**config.mk**
```make
export PLATFORM = sky130hd
export DESIGN_NAME = abus_slave
export DESIGN_NICKNAME = d
export VERILOG_FILES = /design/src/rtl/abus_pkg.sv /design/src/rtl/abus_sync.sv /design/src/rtl/abus_addr_hold.sv /design/src/rtl/abus_regfile.sv /design/src/rtl/abus_seq.sv /design/src/rtl/abus_slave.sv
export SDC_FILE = /design/constraint.sdc
export NUM_CORES = 1
export LEC_CHECK = 0
export ABC_AREA = 1
export BUFFER_PORTS_ARGS = -buffer_cell sky130_fd_sc_hd__buf_2
export CORE_UTILIZATION = 26
export DETAILED_ROUTE_END_ITERATION = 16
export PLACE_DENSITY_LB_ADDON = 0.3
export REMOVE_ABC_BUFFERS = 1
export SYNTH_ARGS = -nofsm -noshare
export SYNTH_HDL_FRONTEND = slang
export SYNTH_SLANG_ARGS = --single-unit
```
**constraint.sdc**
```tcl
create_clock -name clk -period 2 [get_ports clk]
set_clock_uncertainty 0.15 [all_clocks]
set_input_delay 0.1 -clock clk [delete_from_list [all_inputs] [get_ports clk]]
set_output_delay 0.1 -clock clk [all_outputs]
set_load 0.01 [all_outputs]
```
**src/rtl/abus_pkg.sv**
```systemverilog
package abus_pkg;
  typedef enum logic [2:0] {
    ST_IDLE,
    ST_ARMED,
    ST_RD_WAIT,
    ST_RD_DONE,
    ST_WR_WAIT,
    ST_WR_DONE,
    ST_CLASH
  } bus_state_e;
endpackage

```
**src/rtl/abus_sync.sv**
```systemverilog
module abus_sync #(
  parameter int WIDTH  = 3,
  parameter int STAGES = 2
) (
  input  logic             clk,
  input  logic             rst_n,
  input  logic [WIDTH-1:0] async_i,
  output logic [WIDTH-1:0] sync_o
);
  logic [WIDTH-1:0] chain [STAGES];

  genvar gi;
  generate
    for (gi = 0; gi < STAGES; gi++) begin : g_stage
      if (gi == 0) begin : g_first
        always_ff @(posedge clk or negedge rst_n) begin
          if (!rst_n) chain[gi] <= '0;
          else        chain[gi] <= async_i;
        end
      end else begin : g_next
        always_ff @(posedge clk or negedge rst_n) begin
          if (!rst_n) chain[gi] <= '0;
          else        chain[gi] <= chain[gi-1];
        end
      end
    end
  endgenerate

  assign sync_o = chain[STAGES-1];
endmodule

```
**src/rtl/abus_addr_hold.sv**
```systemverilog
module abus_addr_hold #(
  parameter int ADDR_W = 8,
  parameter int IDX_W  = 4
) (
  input  logic              clk,
  input  logic              rst_n,
  input  logic              ale,
  input  logic [ADDR_W-1:0] addr_in,
  output logic [IDX_W-1:0]  idx_o
);
  logic [ADDR_W-1:0] addr_q;
  logic              ale_q;
  logic              addr_hi_unused;

  always_ff @(posedge clk or negedge rst_n) begin
    if (!rst_n) begin
      addr_q <= '0;
      ale_q  <= 1'b0;
    end else begin
      ale_q <= ale;
      if (ale) addr_q <= addr_in;
    end
  end

  assign idx_o          = addr_q[IDX_W-1:0];
  assign addr_hi_unused = ^addr_q[ADDR_W-1:IDX_W] ^ ale_q;


  addr_hold_chk: assert property (@(posedge clk) disable iff (!rst_n)
    (!ale && !ale_q) |=> $stable(addr_q));
endmodule

```
**src/rtl/abus_regfile.sv**
```systemverilog
module abus_regfile #(
  parameter int DEPTH  = 16,
  parameter int DATA_W = 8,
  localparam int IDX_W = $clog2(DEPTH)
) (
  input  logic              clk,
  input  logic              rst_n,
  input  logic              we,
  input  logic [IDX_W-1:0]  widx,
  input  logic [DATA_W-1:0] wdata,
  input  logic [IDX_W-1:0]  ridx,
  output logic [DATA_W-1:0] rdata
);
  logic [DATA_W-1:0] mem [DEPTH];

  genvar gi;
  generate
    for (gi = 0; gi < DEPTH; gi++) begin : g_word
      always_ff @(posedge clk or negedge rst_n) begin
        if (!rst_n)                           mem[gi] <= '0;
        else if (we && widx == IDX_W'(gi))    mem[gi] <= wdata;
      end
    end
  endgenerate

  assign rdata = mem[ridx];
endmodule

```
**src/rtl/abus_seq.sv**
```systemverilog
module abus_seq
  import abus_pkg::*;
#(
  parameter int DATA_W   = 8,
  parameter int WAIT_CYC = 2,
  localparam int CNT_W   = $clog2(WAIT_CYC + 1)
) (
  input  logic              clk,
  input  logic              rst_n,
  input  logic              ale_s,
  input  logic              rd_act,
  input  logic              wr_act,
  input  logic              rd_n_raw,
  input  logic              dben_n,
  input  logic [DATA_W-1:0] rdata_i,
  output logic [DATA_W-1:0] rdata_o,
  output logic              wr_commit,
  output logic              ready_n,
  output logic              data_oe
);
  bus_state_e        st_q, st_d;
  logic [CNT_W-1:0]  cnt_q, cnt_d;
  logic [DATA_W-1:0] rdata_q;
  logic              ale_prev_q;
  logic              ale_rise;
  logic              cap;
  logic              rd_phase;
  logic              cnt_end;

  assign ale_rise = ale_s & ~ale_prev_q;
  assign cnt_end  = (cnt_q == CNT_W'(WAIT_CYC - 1));

  always_comb begin
    st_d      = st_q;
    cnt_d     = cnt_q;
    cap       = 1'b0;
    wr_commit = 1'b0;
    unique case (st_q)
      ST_IDLE: if (ale_rise) st_d = ST_ARMED;
      ST_ARMED: begin
        if (rd_act && wr_act) st_d = ST_CLASH;
        else if (rd_act) begin
          st_d  = ST_RD_WAIT;
          cnt_d = '0;
          cap   = 1'b1;
        end else if (wr_act) begin
          st_d  = ST_WR_WAIT;
          cnt_d = '0;
        end
      end
      ST_RD_WAIT: begin
        if (wr_act)       st_d = ST_CLASH;
        else if (!rd_act) st_d = ST_IDLE;
        else if (cnt_end) st_d = ST_RD_DONE;
        else              cnt_d = cnt_q + 1'b1;
      end
      ST_RD_DONE: begin
        if (wr_act)       st_d = ST_CLASH;
        else if (!rd_act) st_d = ST_IDLE;
      end
      ST_WR_WAIT: begin
        if (rd_act)       st_d = ST_CLASH;
        else if (!wr_act) st_d = ST_IDLE;
        else if (cnt_end) st_d = ST_WR_DONE;
        else              cnt_d = cnt_q + 1'b1;
      end
      ST_WR_DONE: begin
        if (rd_act) st_d = ST_CLASH;
        else if (!wr_act) begin
          st_d      = ST_IDLE;
          wr_commit = 1'b1;
        end
      end
      ST_CLASH: if (!rd_act && !wr_act) st_d = ST_IDLE;
      default: st_d = ST_IDLE;
    endcase
  end

  always_ff @(posedge clk or negedge rst_n) begin
    if (!rst_n) begin
      st_q       <= ST_IDLE;
      cnt_q      <= '0;
      rdata_q    <= '0;
      ale_prev_q <= 1'b0;
    end else begin
      st_q       <= st_d;
      cnt_q      <= cnt_d;
      ale_prev_q <= ale_s;
      if (cap) rdata_q <= rdata_i;
    end
  end

  assign rd_phase = (st_q == ST_RD_WAIT) || (st_q == ST_RD_DONE);
  assign ready_n  = !((st_q == ST_RD_DONE) || (st_q == ST_WR_DONE));
  assign data_oe  = rd_phase & ~rd_n_raw & ~dben_n;
  assign rdata_o  = rdata_q;


  ready_lat_chk: assert property (@(posedge clk) disable iff (!rst_n)
    $fell(ready_n) |-> ($past(cnt_q) == CNT_W'(WAIT_CYC - 1)));


  clash_chk: assert property (@(posedge clk) disable iff (!rst_n)
    (rd_act && wr_act) |=> ready_n);


  rd_release_chk: assert property (@(posedge clk) disable iff (!rst_n)
    (rd_phase && !rd_act) |=> !rd_phase);


  rdata_hold_chk: assert property (@(posedge clk) disable iff (!rst_n)
    (rd_phase && $past(rd_phase)) |-> $stable(rdata_q));
endmodule

```
**src/rtl/abus_slave.sv**
```systemverilog
module abus_slave #(
  parameter int ADDR_W   = 8,
  parameter int DATA_W   = 8,
  parameter int DEPTH    = 16,
  parameter int WAIT_CYC = 2,
  parameter int SYNC_STG = 2
) (
  input  logic              clk,
  input  logic              rst_n,
  input  logic              ale,
  input  logic [ADDR_W-1:0] addr_in,
  input  logic              rd_n,
  input  logic              wr_n,
  input  logic              dben_n,
  input  logic [DATA_W-1:0] data_in,
  output logic [DATA_W-1:0] data_out,
  output logic              data_oe,
  output logic              ready_n
);
  localparam int IDX_W = $clog2(DEPTH);

  logic [2:0]        strobe_s;
  logic [IDX_W-1:0]  idx;
  logic [DATA_W-1:0] reg_rdata;
  logic [DATA_W-1:0] wdata_q;
  logic              wr_commit;

  abus_sync #(.WIDTH(3), .STAGES(SYNC_STG)) u_sync (
    .clk     (clk),
    .rst_n   (rst_n),
    .async_i ({ale, ~rd_n, ~wr_n}),
    .sync_o  (strobe_s)
  );

  abus_addr_hold #(.ADDR_W(ADDR_W), .IDX_W(IDX_W)) u_addr (
    .clk     (clk),
    .rst_n   (rst_n),
    .ale     (ale),
    .addr_in (addr_in),
    .idx_o   (idx)
  );

  always_ff @(posedge clk or negedge rst_n) begin
    if (!rst_n)     wdata_q <= '0;
    else if (!wr_n) wdata_q <= data_in;
  end

  abus_regfile #(.DEPTH(DEPTH), .DATA_W(DATA_W)) u_regs (
    .clk   (clk),
    .rst_n (rst_n),
    .we    (wr_commit),
    .widx  (idx),
    .wdata (wdata_q),
    .ridx  (idx),
    .rdata (reg_rdata)
  );

  abus_seq #(.DATA_W(DATA_W), .WAIT_CYC(WAIT_CYC)) u_seq (
    .clk       (clk),
    .rst_n     (rst_n),
    .ale_s     (strobe_s[2]),
    .rd_act    (strobe_s[1]),
    .wr_act    (strobe_s[0]),
    .rd_n_raw  (rd_n),
    .dben_n    (dben_n),
    .rdata_i   (reg_rdata),
    .rdata_o   (data_out),
    .wr_commit (wr_commit),
    .ready_n   (ready_n),
    .data_oe   (data_oe)
  );


  oe_gate_chk: assert property (@(posedge clk) disable iff (!rst_n)
    data_oe |-> (!rd_n && !dben_n));


  commit_after_ready_chk: assert property (@(posedge clk) disable iff (!rst_n)
    wr_commit |-> !ready_n);
endmodule

```
==> impl_metrics.toml, run 1 <==
[run_status]
status = "finished, final reports clean"

[global_routing]
antenna_found_initial = 0
grt_max_degree = 48
grt_pass1_wl_mm = 33.7
grt_overflow = 0
grt_pass1_vias = 6165
track_usage_pct = 14.9

[logic_synthesis]
synth_cell_types = 25
syn_area_per_cell_um2 = 8.00
yosysSeqAreaShare_pct = 53.1
yosysWarnings = 0
syn_inst = 943
ys_ff_latch = 160
synthesis.area_um2 = 7550

[critical_path]
cp_cell_sequence = "inv_2 -> nand2_1 -> nor2_4 -> nand3_4 -> nor2_4 -> nand2_2 -> nand2_1 -> o21ai_1"
cpMaxStageDelayCell = "dfrtp_1"
r2r_slack_ns = 0.09
worstSetupStartpoint = "u_seq.st_q[1]$_DFFE_PN0P_"
rr_startpoint = "u_seq.st_q[1]$_DFFE_PN0P_"
slowest_delay_ns = 0.43
reg2reg_to = "u_regs.mem[17]$_DFFE_PN0P_"
reg2reg_depth = 8
worstPathMaxFanout = 16
cp-end-kind = "flip-flop"
cp-start-kind = "flip-flop"
crit_type = "flip-flop to flip-flop"
arrival_ns = 2.06
critPathRequiredTime_ns = 2.15

[pwr]
power_leakage_nw = 4.34
internal-power_mw = 5.91
p_sw_mw = 2.78
switching_share_pct = 32.0
ir_drop_v = 0.000576
pwr-share-clk_pct = 35.3
share_comb_of_total_power_pct = 20.2
power.density_nw_per_um2 = 965
pwr-share-seq_pct = 44.5
finalPower_mw = 8.70

[timing]
finalSetupViolCount = 0
slew_viol_final = 0
hold_ws_ns = 0.0146
relSlewSlack_pct = 67.9
fin_crit_sh_pct = 95.4
fmax_ghz = 0.524
rsz0062_at_grt = "true"
hold_violations = 0
finalCriticalPeriod_ns = 1.91
worst_pin_slew_ns = 0.481

[min_path]
hold_path_end = "wdata_q[4]$_DFFE_PN0N_"
hold_path.startpoint = "wr_n"
min_path_cells = 3
hold_path.class = "primary input to flip-flop"

[clocking]
cts.sinks = 160
path_clk_slew_ns = 0.07
cts-root-buf = "clkbuf_16"
cts_tree = "yes"
clkLatencyLatePin_ns = 0.43
cts_setup_buffers = 0
cts_made_buffers = 17
clk_path_buf_depth = 2
htreeDepth = 4

[layout]
most-common-layout-cells = "nand2_1, dfrtp_1, o21ai_1, nand3_1, nor2_1"
finalNonFillerCells = 1393
layout_commonest_cell = "nand2_1"
post-route-util_pct = 31.5
nets = 1019
drive_above_1_share_pct = 14.0
area_growth_pct = 19.4
design_area_um2 = 9010
n_antenna_cell = 0

[die]
dieArea_um2 = 29700
initial_utilization_pct = 26.4
chipWidth_um = 172
die_y_um = 172
core_um2 = 28600
num_rows = 62
io-pin-count = 32

[drt]
postRouteAntennaNets = 0
via_per_inst = 4.44
wl_per_cell_um = 14.5
dr.pass1.iters = 5
first_iter_violations = 495
via_count = 6189
drc = 0
routed_wl_mm = 20.2

[placed_design]
dp_hpwl_mm = 12.7
routabilityCongestion = 0.796
numPortBuffers = 27
placedCellCount = 1331
dpl_cell_area_um2 = 8140

[job]
drv_cap = 0
## power by group through the flow
stage | sequential (mW) | combinational [mW] | clock (mW)
floorplan | 3.95 | 0.993 | 0
global placement | 3.91 | 1.69 | 0
detailed placement | 3.92 | 1.71 | 0
CTS | 3.87 | 1.77 | 3.16
global route | 3.92 | 2.01 | 3.29
finish | 3.87 | 1.75 | 3.07
## worst max-delay path: cells and delay by family (launching register included)
family          cells  cell delay, ns
compound gates      1            0.07
buf+inv             1            0.10
simple gates        6            1.05
flops               1            0.43
## sequential cells by signal (all words and copies together), names as in the netlist
name,flops
u_regs.mem,128
u_seq.rdata_o,8
wdata_q,8
u_addr.addr_q,4
u_seq.st_q,3
u_sync.chain,3
u_sync.sync_o,3
u_seq.cnt_q,2
u_seq.ale_prev_q,1
## how the worst max path moves through the flow
stage                                              to  cells after the start
after CTS                 u_regs.mem[113]$_DFFE_PN0P_                      8
final                      u_regs.mem[17]$_DFFE_PN0P_                      8
after global placement    u_regs.mem[114]$_DFFE_PN0P_                      8
after detailed placement  u_regs.mem[117]$_DFFE_PN0P_                      8
after floorplan           u_regs.mem[104]$_DFFE_PN0P_                      6
after global routing        u_regs.mem[2]$_DFFE_PN0P_                      8
## logic make-up after synthesis
logic type / synth area share [%]
flip-flops: 53.1
AO/OA/AOI/OAI: 10.9
AND/OR/NAND/NOR: 30.0
buffers and inverters: 5.82
adder cells (fa/ha/maj): 0.166
## final cells by class
cell class	count	area, um^2
sequential	160	4010
timing repair buffer	87	742
clock inverter	14	105
inverter	28	105
clock buffer	18	439
fill	3045	19600
multi-input combinational	702	3130
tap	384	480
## through the flow
step | worst slack, ns | TNS [ns]
2_1_floorplan | -1.32 | -127.23
3_3_place_gp | 0.108 | 0
3_5_place_dp | 0.0803 | 0
4_1_cts | 0.0564 | 0
5_1_grt | -0.0612 | -2.22
6_report | 0.0916 | 0
## cells in the mapped netlist (all sizes together)
master	instances	share of area, %
o21ai	142	11
inv	27	1.3
ha	1	0.17
or2	1	0.083
nand3	50	3.5
nor3	2	0.13
nand2	449	23
dfrtp	160	53
nand4	9	0.75
clkinv	1	0.050
nor2	44	2.7
o211ai	2	0.20
a21oi	2	0.13
buf	34	3.5
clkbuf	19	0.94
## what timing repair did
item,4_1_cts,5_1_grt
endpoints found under the hold margin,175,0
hold buffers,30,0
endpoints found under the setup margin,0,54
resized for setup,0,6
## layer usage
layer / track usage, % / part of all wire (%) / vias to the layer above
met5: 0 / 0 / -
met3: 2.72 / 4.8 / 14
met2: 23.3 / 44 / 143
met4: 3.69 / 0.90 / 0
met1: 21.1 / 51 / 2916
li1: - / - / 3116
Power figures use the tool's default switching activity.
==> inputs of run 2 (changes only) <==
==> constraint.sdc (replaced) <==
create_clock -name clk -period 2 [get_ports clk]
set_clock_uncertainty 0.15 [all_clocks]
set_input_delay 0.3 -clock clk [delete_from_list [all_inputs] [get_ports clk]]
set_output_delay 0.3 -clock clk [all_outputs]
set_load 0.01 [all_outputs]
==> run 2 against run 1 <==
Compared with the run above: critical path type unchanged; largest power group unchanged; clock power rose by 9.1%; count of clock-buffer cells in the layout rose by 2; first-iteration DRC count fell by 0.81%.
==> impl_metrics.toml, run 2 (same netlist as run 1, synthesis figures left out) <==
[run_status]
status = "finished, final reports clean"

[pwr]
power_leakage_nw = 4.26
ir_drop_v = 0.000521
power.density_nw_per_um2 = 1000

[die]
dieArea_um2 = 29700
num_rows = 62
die_y_um = 172
core_um2 = 28600
io-pin-count = 32
chipWidth_um = 172
initial_utilization_pct = 26.4

[critical_path]
r2r_slack_ns = 0.12
crit_type = "flip-flop to flip-flop"
rr_startpoint = "u_seq.st_q[1]$_DFFE_PN0P_"
reg2reg_depth = 8
critPathRequiredTime_ns = 2.15
reg2reg_to = "u_regs.mem[116]$_DFFE_PN0P_"
worstPathMaxFanout = 16
cp-end-kind = "flip-flop"
arrival_ns = 2.03
cp-start-kind = "flip-flop"

[timing]
tns_ns = 0
rsz0062_at_grt = "true"
worst_pin_slew_ns = 0.459
hold_violations = 0
finalCriticalPeriod_ns = 1.88
finalWorstSetupSlack_ns = 0.123
fin_crit_sh_pct = 93.9
relSlewSlack_pct = 69.4
fmax_ghz = 0.533
finalSetupViolCount = 0
slew_viol_final = 0

[clocking]
clkLatencyLatePin_ns = 0.44
cts_made_buffers = 17
cts-root-buf = "clkbuf_16"
clk_path_buf_depth = 2
htreeDepth = 4
path_clk_slew_ns = 0.06
cts_tree = "yes"
cts.sinks = 160

[global_routing]
antenna_found_initial = 0
grt_pass1_vias = 5727
grt_max_degree = 45
grt_overflow = 0
grt_pass1_wl_mm = 31.8
track_usage_pct = 14.2

[layout]
fill_cells = 3059
most-common-layout-cells = "nand2_1, dfrtp_1, o21ai_1, nand3_1, nor2_1"
nets = 1005
post-route-util_pct = 31.2
layout_commonest_cell = "nand2_1"
design_area_um2 = 8920
regMostFlops = "u_regs.mem"
drive_above_1_share_pct = 14.1
finalNonFillerCells = 1379
n_antenna_cell = 0
largest_register_ff_count = 128
area_growth_pct = 18.2

[drt]
via_count = 5979
wl_per_cell_um = 14.1
routed_wl_mm = 19.5
postRouteAntennaNets = 0
drc = 0
dr.pass1.iters = 5
via_per_inst = 4.34
first_iter_violations = 491

[placed_design]
placedCellCount = 1332
routabilityCongestion = 0.787
dpl_cell_area_um2 = 8160
numPortBuffers = 27
dp_hpwl_mm = 12.6
preCtsSetupSlack_ns = 0.0720

[min_path]
min_path_cells = 2
hold_path.startpoint = "wr_n"
hold_path.class = "primary input to flip-flop"
hold_path_end = "u_sync.chain[3]$_DFF_PN0_"

[job]
drv_cap = 0
run 2: layer usage:
metal  part of all wire (%)  GRT usage, %  wire length, um  vias up
met5                      0             0                0        -
met4                   0.83          4.12              161        0
met2                     43          20.8             8450       94
met3                    4.0          3.57              778        9
met1                     52          20.4            10100     2799
li1                       -             -                -     3077
run 2: stage by stage:
| step | hold WS (ns) | power [mW] |
|---|---|---|
| 4_1_cts | 0.0656 | 9.07 |
| 2_1_floorplan | -0.146 | 4.94 |
| 3_3_place_gp | 0.125 | 5.61 |
| 5_1_grt | 0.134 | 9.47 |
| 6_report | 0.0645 | 8.95 |
| 3_5_place_dp | 0.126 | 5.64 |
run 2: power breakdown:
group          internal [mW]  leakage, nW  switching (mW)
logic                  0.632         1.81            1.11
registers               3.63         2.17           0.225
clock network           2.00        0.291            1.35
total                   6.27         4.26            2.68
run 2: worst max-delay path by stage:
stage | startpoint | endpoint
3_5_place_dp | u_seq.st_q[1]$_DFFE_PN0P_ | u_regs.mem[108]$_DFFE_PN0P_
5_1_grt | u_seq.st_q[1]$_DFFE_PN0P_ | u_regs.mem[119]$_DFFE_PN0P_
6_report | u_seq.st_q[1]$_DFFE_PN0P_ | u_regs.mem[116]$_DFFE_PN0P_
2_1_floorplan | u_addr.addr_q[0]$_DFFE_PN0P_ | u_regs.mem[104]$_DFFE_PN0P_
3_3_place_gp | u_seq.st_q[1]$_DFFE_PN0P_ | u_regs.mem[110]$_DFFE_PN0P_
4_1_cts | u_seq.st_q[1]$_DFFE_PN0P_ | u_regs.mem[108]$_DFFE_PN0P_
run 2: cell type report:
cell class | count | area [um^2] | share of cell area [%]
Sequential cell | 160 | 4010 | 44.9
Multi-Input combinational cell | 702 | 3110 | 34.9
Timing Repair Buffer | 73 | 612 | 6.86
Tap cell | 384 | 480 | 5.38
Clock buffer | 20 | 447 | 5.01
Clock inverter | 12 | 159 | 1.78
Inverter | 28 | 105 | 1.18
run 2: what timing repair did:
action,in CTS,in global routing
hold buffers,15,0
gates resized for setup,0,2
buffers inserted,0,0
setup endpoints to repair,0,23
endpoints found under the hold margin,53,0
run 2: worst max-delay path: stages, from the launching register on:
cell and delay (ns):
dfrtp_1 0.39, inv_2 0.08, nand2_1 0.09, nor2_4 0.16
nand3_4 0.18, nor2_4 0.20, nand2_2 0.27, nand2_1 0.16
o21ai_2 0.06
==> inputs of run 3 (changes only) <==
--- a/config.mk
+++ b/config.mk
@@ -9,6 +9,7 @@
 export BUFFER_PORTS_ARGS = -buffer_cell sky130_fd_sc_hd__buf_2
 export CORE_UTILIZATION = 26
 export DETAILED_ROUTE_END_ITERATION = 16
+export MAX_ROUTING_LAYER = met4
 export PLACE_DENSITY_LB_ADDON = 0.3
 export REMOVE_ABC_BUFFERS = 1
 export SYNTH_ARGS = -nofsm -noshare
==> run 3 against run 2 <==
Compared with the run above: critical path depth unchanged; total power down 0.15%; routed wire length down 0.31%; cell count did not move; flip-flop and latch count is the same; sequential power barely moved; sequential share of layout area stayed put; critical path type unchanged; utilization unchanged.
==> impl_metrics.toml, run 3 (same netlist as run 1, synthesis figures left out) <==
[run_status]
status = "finished, final reports clean"

[placed_design]
preCtsSetupSlack_ns = 0.0720
routabilityCongestion = 0.798
numPortBuffers = 27
dpl_cell_area_um2 = 8160
dp_hpwl_mm = 12.6

[critical_path]
crit_type = "flip-flop to flip-flop"
cp-end-kind = "flip-flop"
r2r_slack_ns = 0.14
worst-path-buf-inv = 1
worstPathMaxFanout = 16
cp_cell_sequence = "inv_2 -> nand2_1 -> nor2_4 -> nand3_4 -> nor2_4 -> nand2_2 -> nand2_1 -> o21ai_2"
critPathRequiredTime_ns = 2.16
slowest_delay_ns = 0.39
cpMaxStageDelayCell = "dfrtp_1"
rr_startpoint = "u_seq.st_q[1]$_DFFE_PN0P_"
worstSetupStartpoint = "u_seq.st_q[1]$_DFFE_PN0P_"
path_depth = 8
reg2reg_depth = 8
critical-path-top-delay-family = "simple AND/OR/NAND/NOR gates"
reg2reg_to = "u_regs.mem[116]$_DFFE_PN0P_"
cp-start-kind = "flip-flop"
crit_path_end = "u_regs.mem[116]$_DFFE_PN0P_"
arrival_ns = 2.02

[timing]
fmax_ghz = 0.536
hold_violations = 0
finalSetupViolCount = 0
finalWorstSetupSlack_ns = 0.135
fin_crit_sh_pct = 93.2
worst_pin_slew_ns = 0.458
tns_ns = 0
rsz0062_at_grt = "true"
slew_viol_final = 0
finalCriticalPeriod_ns = 1.86
relSlewSlack_pct = 69.4

[layout]
area_growth_pct = 18.2
nets = 1005
drive_above_1_share_pct = 14.1
seq_area_um2 = 4010
design_area_um2 = 8920
n_antenna_cell = 0
multi_input_comb_area_um2 = 3110
largest_register_ff_count = 128
regMostFlops = "u_regs.mem"
fill_cells = 3059
most-common-layout-cells = "nand2_1, dfrtp_1, o21ai_1, nand3_1, nor2_1"
layout_commonest_cell = "nand2_1"

[global_routing]
grt_max_degree = 45
grt_overflow = 0
grt_pass1_vias = 5726
grt_pass1_wl_mm = 31.8
track_usage_pct = 14.6
antenna_found_initial = 0

[clocking]
clk_path_buf_depth = 2
htreeDepth = 4
clkLatencyLatePin_ns = 0.44
cts_tree = "yes"
cts_made_buffers = 17
cts_setup_buffers = 0
cts-root-buf = "clkbuf_16"
path_clk_slew_ns = 0.06
cts.sinks = 160

[drt]
via_per_inst = 4.37
via_count = 6020
drc = 0
wl_per_cell_um = 14.1
dr.pass1.iters = 5
routed_wl_mm = 19.4
postRouteAntennaNets = 0
first_iter_violations = 545

[pwr]
power.density_nw_per_um2 = 1000
p_sw_mw = 2.67
share_comb_of_total_power_pct = 19.4
ir_drop_v = 0.000513
internal-power_mw = 6.27
power_leakage_nw = 4.26
pwr-share-clk_pct = 37.4
switching_share_pct = 29.9
pwr-share-seq_pct = 43.2

[min_path]
min_path_cells = 2
hold_path.startpoint = "wr_n"
hold_path.class = "primary input to flip-flop"

[die]
die_y_um = 172
io-pin-count = 32
initial_utilization_pct = 26.4
core_um2 = 28600
dieArea_um2 = 29700
num_rows = 62
chipWidth_um = 172

[job]
drv_cap = 0
run 3: cell counts in the layout (fill, tap and decap cells not counted):
Identical to the previous run, type by type.
run 3: through the flow:
stage / std cells / power, mW / hold slack [ns] / util (%)
after floorplan: 890 / 4.94 / -0.146 / -
after global placement: 1332 / 5.61 / 0.125 / 28.5
after detailed placement: 1332 / 5.64 / 0.126 / 28.5
after CTS: 1379 / 9.07 / 0.0656 / 31.1
after global routing: 1379 / 9.47 / 0.132 / 31.2
final: 1379 / 8.93 / 0.0587 / 31.2
run 3: final cells by class:
| type | instances | share of cell area (%) |
|---|---|---|
| Clock buffer | 20 | 5.01 |
| Clock inverter | 12 | 1.78 |
| Inverter | 28 | 1.18 |
| Multi-Input combinational cell | 702 | 34.9 |
| Sequential cell | 160 | 44.9 |
| Tap cell | 384 | 5.38 |
| Timing Repair Buffer | 73 | 6.86 |
run 3: what timing repair did:
action | in CTS | in global routing
resized for setup | 0 | 2
hold endpoints to repair | 53 | 0
hold buffers | 15 | 0
endpoints found under the setup margin | 0 | 23
run 3: power groups by stage:
stage	combinational, mW	clock [mW]	sequential (mW)
after global routing	2.00	3.57	3.91
final	1.73	3.34	3.86
after floorplan	0.993	0	3.95
after CTS	1.76	3.46	3.85
after global placement	1.71	0	3.91
after detailed placement	1.73	0	3.91
run 3: metal layers:
layer	vias to the layer above	share of wire, %	track usage [%]	routed length, um
li1	3082	-	-	-
met1	2824	51	20.4	9980
met2	108	44	20.9	8490
met3	6	4.2	3.59	822
met4	0	0.65	4.12	127
met5	-	0	-	0
run 3: worst min-delay path by stage:
| stage | endpoint | slack (ns) |
|---|---|---|
| 3_5_place_dp | u_regs.mem[112]$_DFFE_PN0P_ | 0.13 |
| 5_1_grt | u_sync.chain[3]$_DFF_PN0_ | 0.13 |
| 2_1_floorplan | u_addr.addr_q[0]$_DFFE_PN0P_ | -0.15 |
| 6_report | u_sync.chain[3]$_DFF_PN0_ | 0.06 |
| 4_1_cts | u_sync.chain[3]$_DFF_PN0_ | 0.07 |
| 3_3_place_gp | u_regs.mem[112]$_DFFE_PN0P_ | 0.13 |
